## config.mk

```make
export PLATFORM = sky130hd
export DESIGN_NAME = pwm_seq_decoder
export DESIGN_NICKNAME = d
export VERILOG_FILES = /design/src/rtl/pwm_dec_pkg.sv /design/src/rtl/seq_collector.sv /design/src/rtl/lane_spreader.sv /design/src/rtl/pwm_seq_decoder.sv
export SDC_FILE = /design/constraint.sdc
export NUM_CORES = 1
export LEC_CHECK = 0
export ABC_AREA = 1
export CAP_MARGIN = 30
export CELL_PAD_IN_SITES_DETAIL_PLACEMENT = 2
export CELL_PAD_IN_SITES_GLOBAL_PLACEMENT = 2
export CORE_MARGIN = 1
export CORE_UTILIZATION = 31
export CTS_CLUSTER_DIAMETER = 40
export DETAILED_ROUTE_END_ITERATION = 8
export PLACE_DENSITY_LB_ADDON = 0.08
export SLEW_MARGIN = 0
export SYNTH_ARGS = -nofsm -noshare
export SYNTH_HDL_FRONTEND = slang
export SYNTH_SLANG_ARGS = --single-unit
export TNS_END_PERCENT = 1
```

## constraint.sdc

```tcl
create_clock -name clk -period 2.01 [get_ports clk]
set_clock_uncertainty 0.15 [all_clocks]
set_input_delay 0.5025 -clock clk [delete_from_list [all_inputs] [get_ports clk]]
set_output_delay 0.5025 -clock clk [all_outputs]
set_load 0.02 [all_outputs]
```

## src/rtl/pwm_dec_pkg.sv

```systemverilog
package pwm_dec_pkg;
   typedef enum logic [1:0] {
      LD_COMMON   = 2'd0,
      LD_PAIRED   = 2'd1,
      LD_SEPARATE = 2'd2,
      LD_WAVE     = 2'd3
   } ld_mode_e;

   // number of sample words consumed by one step in each mode
   function automatic logic [2:0] words_per_step(input ld_mode_e m);
      case (m)
         LD_COMMON: return 3'd1;
         LD_PAIRED: return 3'd2;
         default:   return 3'd4;
      endcase
   endfunction
endpackage

```

## src/rtl/seq_collector.sv

```systemverilog
module seq_collector
   import pwm_dec_pkg::*;
#(
   parameter int W    = 16,
   parameter int MAXW = 4
) (
   input  logic            clk,
   input  logic            rst_n,
   input  logic [1:0]      mode_in,
   input  logic            load_req,
   input  logic            word_valid,
   input  logic [W-1:0]    word_data,
   input  logic            word_last,
   output logic            word_ready,
   output logic            commit,
   output logic            abort,
   output ld_mode_e        mode_q,
   output logic [MAXW*W-1:0] words
);
   localparam int CW = $clog2(MAXW);

   if (MAXW != 4) begin : g_bad_depth
      $error("seq_collector: MAXW must be 4");
   end

   logic            busy_q;
   logic [CW-1:0]   cnt_q;
   logic [CW:0]     need;
   logic            hs;
   logic [W-1:0]    stage_q [MAXW];

   assign need       = words_per_step(mode_q);
   assign word_ready = busy_q;
   assign hs         = busy_q & word_valid;
   assign commit     = hs && ({1'b0, cnt_q} == need - 1'b1);
   assign abort      = hs && word_last && !commit;

   always_ff @(posedge clk or negedge rst_n) begin
      if (!rst_n) begin
         busy_q <= 1'b0;
         cnt_q  <= '0;
         mode_q <= LD_COMMON;
      end else if (!busy_q) begin
         if (load_req) begin
            busy_q <= 1'b1;
            cnt_q  <= '0;
            mode_q <= ld_mode_e'(mode_in);
         end
      end else if (hs) begin
         if (commit || abort) begin
            busy_q <= 1'b0;
            cnt_q  <= '0;
         end else begin
            cnt_q  <= cnt_q + 1'b1;
         end
      end
   end

   for (genvar i = 0; i < MAXW; i++) begin : g_stage
      always_ff @(posedge clk or negedge rst_n) begin
         if (!rst_n)
            stage_q[i] <= '0;
         else if (hs && (cnt_q == CW'(i)))
            stage_q[i] <= word_data;
      end
      // the word arriving now completes the set in the same cycle
      assign words[i*W +: W] = (cnt_q == CW'(i)) ? word_data : stage_q[i];
   end

   AST_CNT_BOUND: assert property (@(posedge clk) disable iff (!rst_n)
      busy_q |-> ({1'b0, cnt_q} < need)) else $error("cnt overflow");
   AST_READY_FROM_REQ: assert property (@(posedge clk) disable iff (!rst_n)
      $rose(word_ready) |-> $past(load_req)) else $error("ready without request");
endmodule

```

## src/rtl/lane_spreader.sv

```systemverilog
module lane_spreader
   import pwm_dec_pkg::*;
#(
   parameter int W    = 16,
   parameter int NCH  = 4,
   parameter int MAXW = 4
) (
   input  ld_mode_e          mode,
   input  logic [MAXW*W-1:0] words,
   output logic [NCH*W-1:0]  cmp,
   output logic [W-1:0]      top,
   output logic              top_vld
);
   localparam logic [W-1:0] IDLE_WORD = '0;

   if (NCH != 4) begin : g_bad_nch
      $error("lane_spreader: NCH must be 4");
   end

   for (genvar c = 0; c < NCH; c++) begin : g_ch
      localparam int PAIR = c / 2;
      localparam logic LAST_CH = (c == NCH - 1);
      assign cmp[c*W +: W] =
           (mode == LD_COMMON) ? words[0 +: W]
         : (mode == LD_PAIRED) ? words[PAIR*W +: W]
         : (mode == LD_SEPARATE) ? words[c*W +: W]
         : (LAST_CH ? IDLE_WORD : words[c*W +: W]);
   end

   assign top     = words[(MAXW-1)*W +: W];
   assign top_vld = (mode == LD_WAVE);
endmodule

```

## src/rtl/pwm_seq_decoder.sv

```systemverilog
module pwm_seq_decoder
   import pwm_dec_pkg::*;
#(
   parameter int W    = 16,
   parameter int NCH  = 4,
   parameter int MAXW = 4
) (
   input  logic             clk,
   input  logic             rst_n,
   input  logic [1:0]       load_mode,
   input  logic             load_req,
   input  logic             word_valid,
   output logic             word_ready,
   input  logic [W-1:0]     word_data,
   input  logic             word_last,
   output logic [NCH*W-1:0] chan_cmp,
   output logic [W-1:0]     top_value,
   output logic             top_valid,
   output logic             step_done,
   output logic             step_err
);
   if (W < 2) begin : g_bad_w
      $error("pwm_seq_decoder: W too small");
   end

   logic              commit, abort, spr_tv;
   ld_mode_e          mode_q;
   logic [MAXW*W-1:0] words;
   logic [NCH*W-1:0]  spr_cmp;
   logic [W-1:0]      spr_top;

   seq_collector #(.W(W), .MAXW(MAXW)) u_col (
      .clk(clk), .rst_n(rst_n), .mode_in(load_mode), .load_req(load_req),
      .word_valid(word_valid), .word_data(word_data), .word_last(word_last),
      .word_ready(word_ready), .commit(commit), .abort(abort),
      .mode_q(mode_q), .words(words));

   lane_spreader #(.W(W), .NCH(NCH), .MAXW(MAXW)) u_spr (
      .mode(mode_q), .words(words), .cmp(spr_cmp), .top(spr_top),
      .top_vld(spr_tv));

   always_ff @(posedge clk or negedge rst_n) begin
      if (!rst_n) begin
         chan_cmp  <= '0;
         top_value <= '0;
         top_valid <= 1'b0;
         step_done <= 1'b0;
         step_err  <= 1'b0;
      end else begin
         step_done <= commit;
         step_err  <= abort;
         if (commit) begin
            chan_cmp  <= spr_cmp;
            top_valid <= spr_tv;
            if (spr_tv) top_value <= spr_top;
         end
      end
   end

   AST_HOLD_BETWEEN: assert property (@(posedge clk) disable iff (!rst_n)
      !step_done |-> ($stable(chan_cmp) && $stable(top_value))) else $error("early update");
   AST_DONE_AFTER_HS: assert property (@(posedge clk) disable iff (!rst_n)
      step_done |-> $past(word_valid && word_ready)) else $error("done without word");
   AST_ONE_OUTCOME: assert property (@(posedge clk) disable iff (!rst_n)
      !(step_done && step_err)) else $error("done and err together");
   AST_ERR_KEEPS: assert property (@(posedge clk) disable iff (!rst_n)
      step_err |-> ($stable(chan_cmp) && $stable(top_valid))) else $error("err changed outputs");
   AST_WAVE_CH3_IDLE: assert property (@(posedge clk) disable iff (!rst_n)
      (step_done && top_valid) |-> (chan_cmp[(NCH-1)*W +: W] == '0)) else $error("ch3 not idle");
endmodule

```

==> impl_metrics.env <==
export IMPL_status="complete, but fails checks"
export IMPL_yosysUniqueCellTypes=21
export IMPL_place_gp_congestion=0.8263
export IMPL_grt_usage_pct=27.85
export IMPL_insertion_delay_ps=450
export IMPL_seqCellArea_um2=3805
export IMPL_syn_nets=934
export IMPL_syn_inst=907
export IMPL_ant_nets=0
export IMPL_drtIter0Drc=371
export IMPL_chipWidth_um=152.8
export IMPL_power_density_nw_per_um2=1832
export IMPL_clk_path_buf_depth=2
export IMPL_finalCritPeriodShare_pct=101.8
export IMPL_synth_avg_cell_area_um2=7.771
export IMPL_hpwl_um=22460
export IMPL_worstMarginPinSlew_ps=769.7
export IMPL_dieArea_um2=23340
export IMPL_dieHeight_um=152.8
export IMPL_crit_path_max_fanout=9
export IMPL_yosysTopAreaCell="dfrtp_1"
export IMPL_synthesis_area_um2=7048
export IMPL_arrival_ps=2230
export IMPL_fp_coreArea_um2=22030
export IMPL_stdcell_area_um2=10340
export IMPL_htreeDepth=4
export IMPL_wirelength_um=33280
export IMPL_grt_ovfl_total=0
export IMPL_synth_seq_cells=152
export IMPL_antenna_found_initial=0
export IMPL_violations="design-rule violations, negative setup slack"
export IMPL_post_place_ws_ps=-323.6
export IMPL_wl_per_cell_um=23.42
export IMPL_fin_ws_ps=-35.33
export IMPL_finalSetupViolCount=2
export IMPL_drc_errors=7
export IMPL_maxCapViolCount=0
export IMPL_finalNetCount=1155
export IMPL_peakVddDrop_mv=0.6851
export IMPL_yosysMostFrequentCell="nand2_1"
export IMPL_crit_type="reg -> reg"
export IMPL_start_kind="flop"
export IMPL_synth_warnings=0
export IMPL_placed_cell_area_um2=9418
export IMPL_hold_ws_ps=317.2
export IMPL_firstDrtPassIters=8
export IMPL_netlist_area_leader_share_pct=53.97
export IMPL_path_clk_slew_ps=70
export IMPL_cts_buffers=17
export IMPL_vias=7363
export IMPL_synth_async_reset_ratio_pct=100.0
export IMPL_synth_seq_area_share_pct=53.97
export IMPL_cts_sinks=152
export IMPL_slew_headroom_pct=48.50
export IMPL_antenna_cells=0
export IMPL_hold_violations=0
export IMPL_fp_row_count=54
export IMPL_grt_pass1_vias=7995
export IMPL_required_ps=2200
export IMPL_min_period_ps=2045
export IMPL_max_freq_ghz=0.4889
export IMPL_area_growth_pct=46.67
export IMPL_fill_cells=2475
export IMPL_final_util_pct=46.93
export IMPL_fin_tns_setup_ps=-56.13
export IMPL_viasPerCell=5.182
export IMPL_initial_core_util_pct=32.00
export IMPL_drive_above_1_share_pct=21.30
export IMPL_multi_input_area_um2=3092
export IMPL_slew_viol_final=0
export IMPL_synth_edff_count=0
export IMPL_total_power_mw=18.93
export IMPL_placedCellCount=1381
export IMPL_grt_pass1_wl_um=48510
export IMPL_io_pins=107
export IMPL_layout_cells_non_filler=1421
export IMPL_synth_common_cells="nand2_1 (422), dfrtp_1 (152), o21ai_0 (99)"
export IMPL_io_buffers=106
export IMPL_grt_max_degree=43
export IMPL_hold_class="reg -> reg"
export IMPL_cts_root_buf="clkbuf_16"
export IMPL_endpoint_kind="flop"
export IMPL_cts_tree="done"
export IMPL_leakage_nw=5.596
export IMPL_synth_flop_cell="dfrtp_1"
export IMPL_synth_area_leaders="dfrtp_1 (54%), nand2_1 (22%), o21ai_0 (7.0%)"
export IMPL_rsz0062_at_grt="true"
[kinds of logic (layout without fill, tap and decap cells)]
family | Yosys count | count (layout) | synth area share [%]
AO/OA/AOI/OAI | 130 | 130 | 9.551
buffers and inverters | 88 | 322 | 5.574
adder cells (fa/ha/maj) | 4 | 4 | 0.7101
AND/OR/NAND/NOR | 533 | 533 | 30.20
flip-flops | 152 | 152 | 53.97
[layout by cell type (no fill, tap or decap), types with 20 or more instances in the layout]
| cell | instances |
|---|---|
| inv_1 | 32 |
| nand2_2 | 21 |
| clkdlybuf4s50_1 | 21 |
| dlygate4sd2_1 | 84 |
| nand3_1 | 66 |
| dfrtp_1 | 151 |
| clkbuf_16 | 20 |
| buf_4 | 119 |
| nand2_1 | 401 |
| o21ai_0 | 88 |
[power breakdown]
part	switching (mW)	leakage [nW]	total [mW]	internal [mW]
combinational	6.32	3.34	10.1	3.74
sequential	0.905	1.97	5.32	4.41
clock	1.46	0.291	3.55	2.10
total	8.68	5.60	18.9	10.3
[metal layers]
layer	vias to the layer above	GRT usage, %	wire (um)
met3	51	3.356	1365
met1	3797	38.15	15030
met2	183	46.16	16180
met4	0	8.177	705
met5	-	0	0
li1	3332	-	-
[area by class of cell]
| type | count | share of cell area [%] |
|---|---|---|
| multi-input cells | 667 | 29.91 |
| well taps | 280 | 3.389 |
| repair buffers | 252 | 22.37 |
| clock inverters | 13 | 1.876 |
| flip-flops and latches | 152 | 36.81 |
| inverters | 38 | 1.465 |
| clock buffers | 19 | 4.188 |
[what timing repair did]
| item | in CTS | in global routing |
|---|---|---|
| hold buffers | 1 | 0 |
| pin swaps | 2 | 9 |
| endpoints found under the hold margin | 37 | 0 |
| setup endpoints to repair | 127 | 67 |
| buffers inserted | 0 | 3 |
| gates resized for setup | 105 | 67 |
| gates cloned | 0 | 4 |
[critical path: stages (launching register included)]
cell     delay, ps
dfrtp_2        430
inv_2           80
buf_4          170
ha_4           190
buf_12         150
inv_1          180
nand2_1        120
nand3_1        130
nand2_1         80
nand2_1         60
nand2_1         80
nand2_1         70
nand2_1         40
[path summary, 6_finish.rpt]
check	slack, ps	cells after the start	start	to
worst max-delay path	-40	12	u_col.cnt_q[0]	chan_cmp[38]
worst min-delay path	320	2	top_value[15]	top_value[15]
worst max register to register	-40	12	u_col.cnt_q[0]	chan_cmp[38]
worst min register to register	320	2	top_value[15]	top_value[15]
max in group asynchronous	670	3	rst_n	u_col.cnt_q[0]
min in group asynchronous	410	2	rst_n	chan_cmp[9]
[sequential cells by signal (all words and copies together) (netlist names)]
register and cells:
top_valid 1, u_col.mode_q 2, u_col.word_ready 1, top_value 16, u_col.stage_q 64, step_done 1, u_col.cnt_q 2, chan_cmp 64
step_err 1
(Power assumes the default switching activity.)
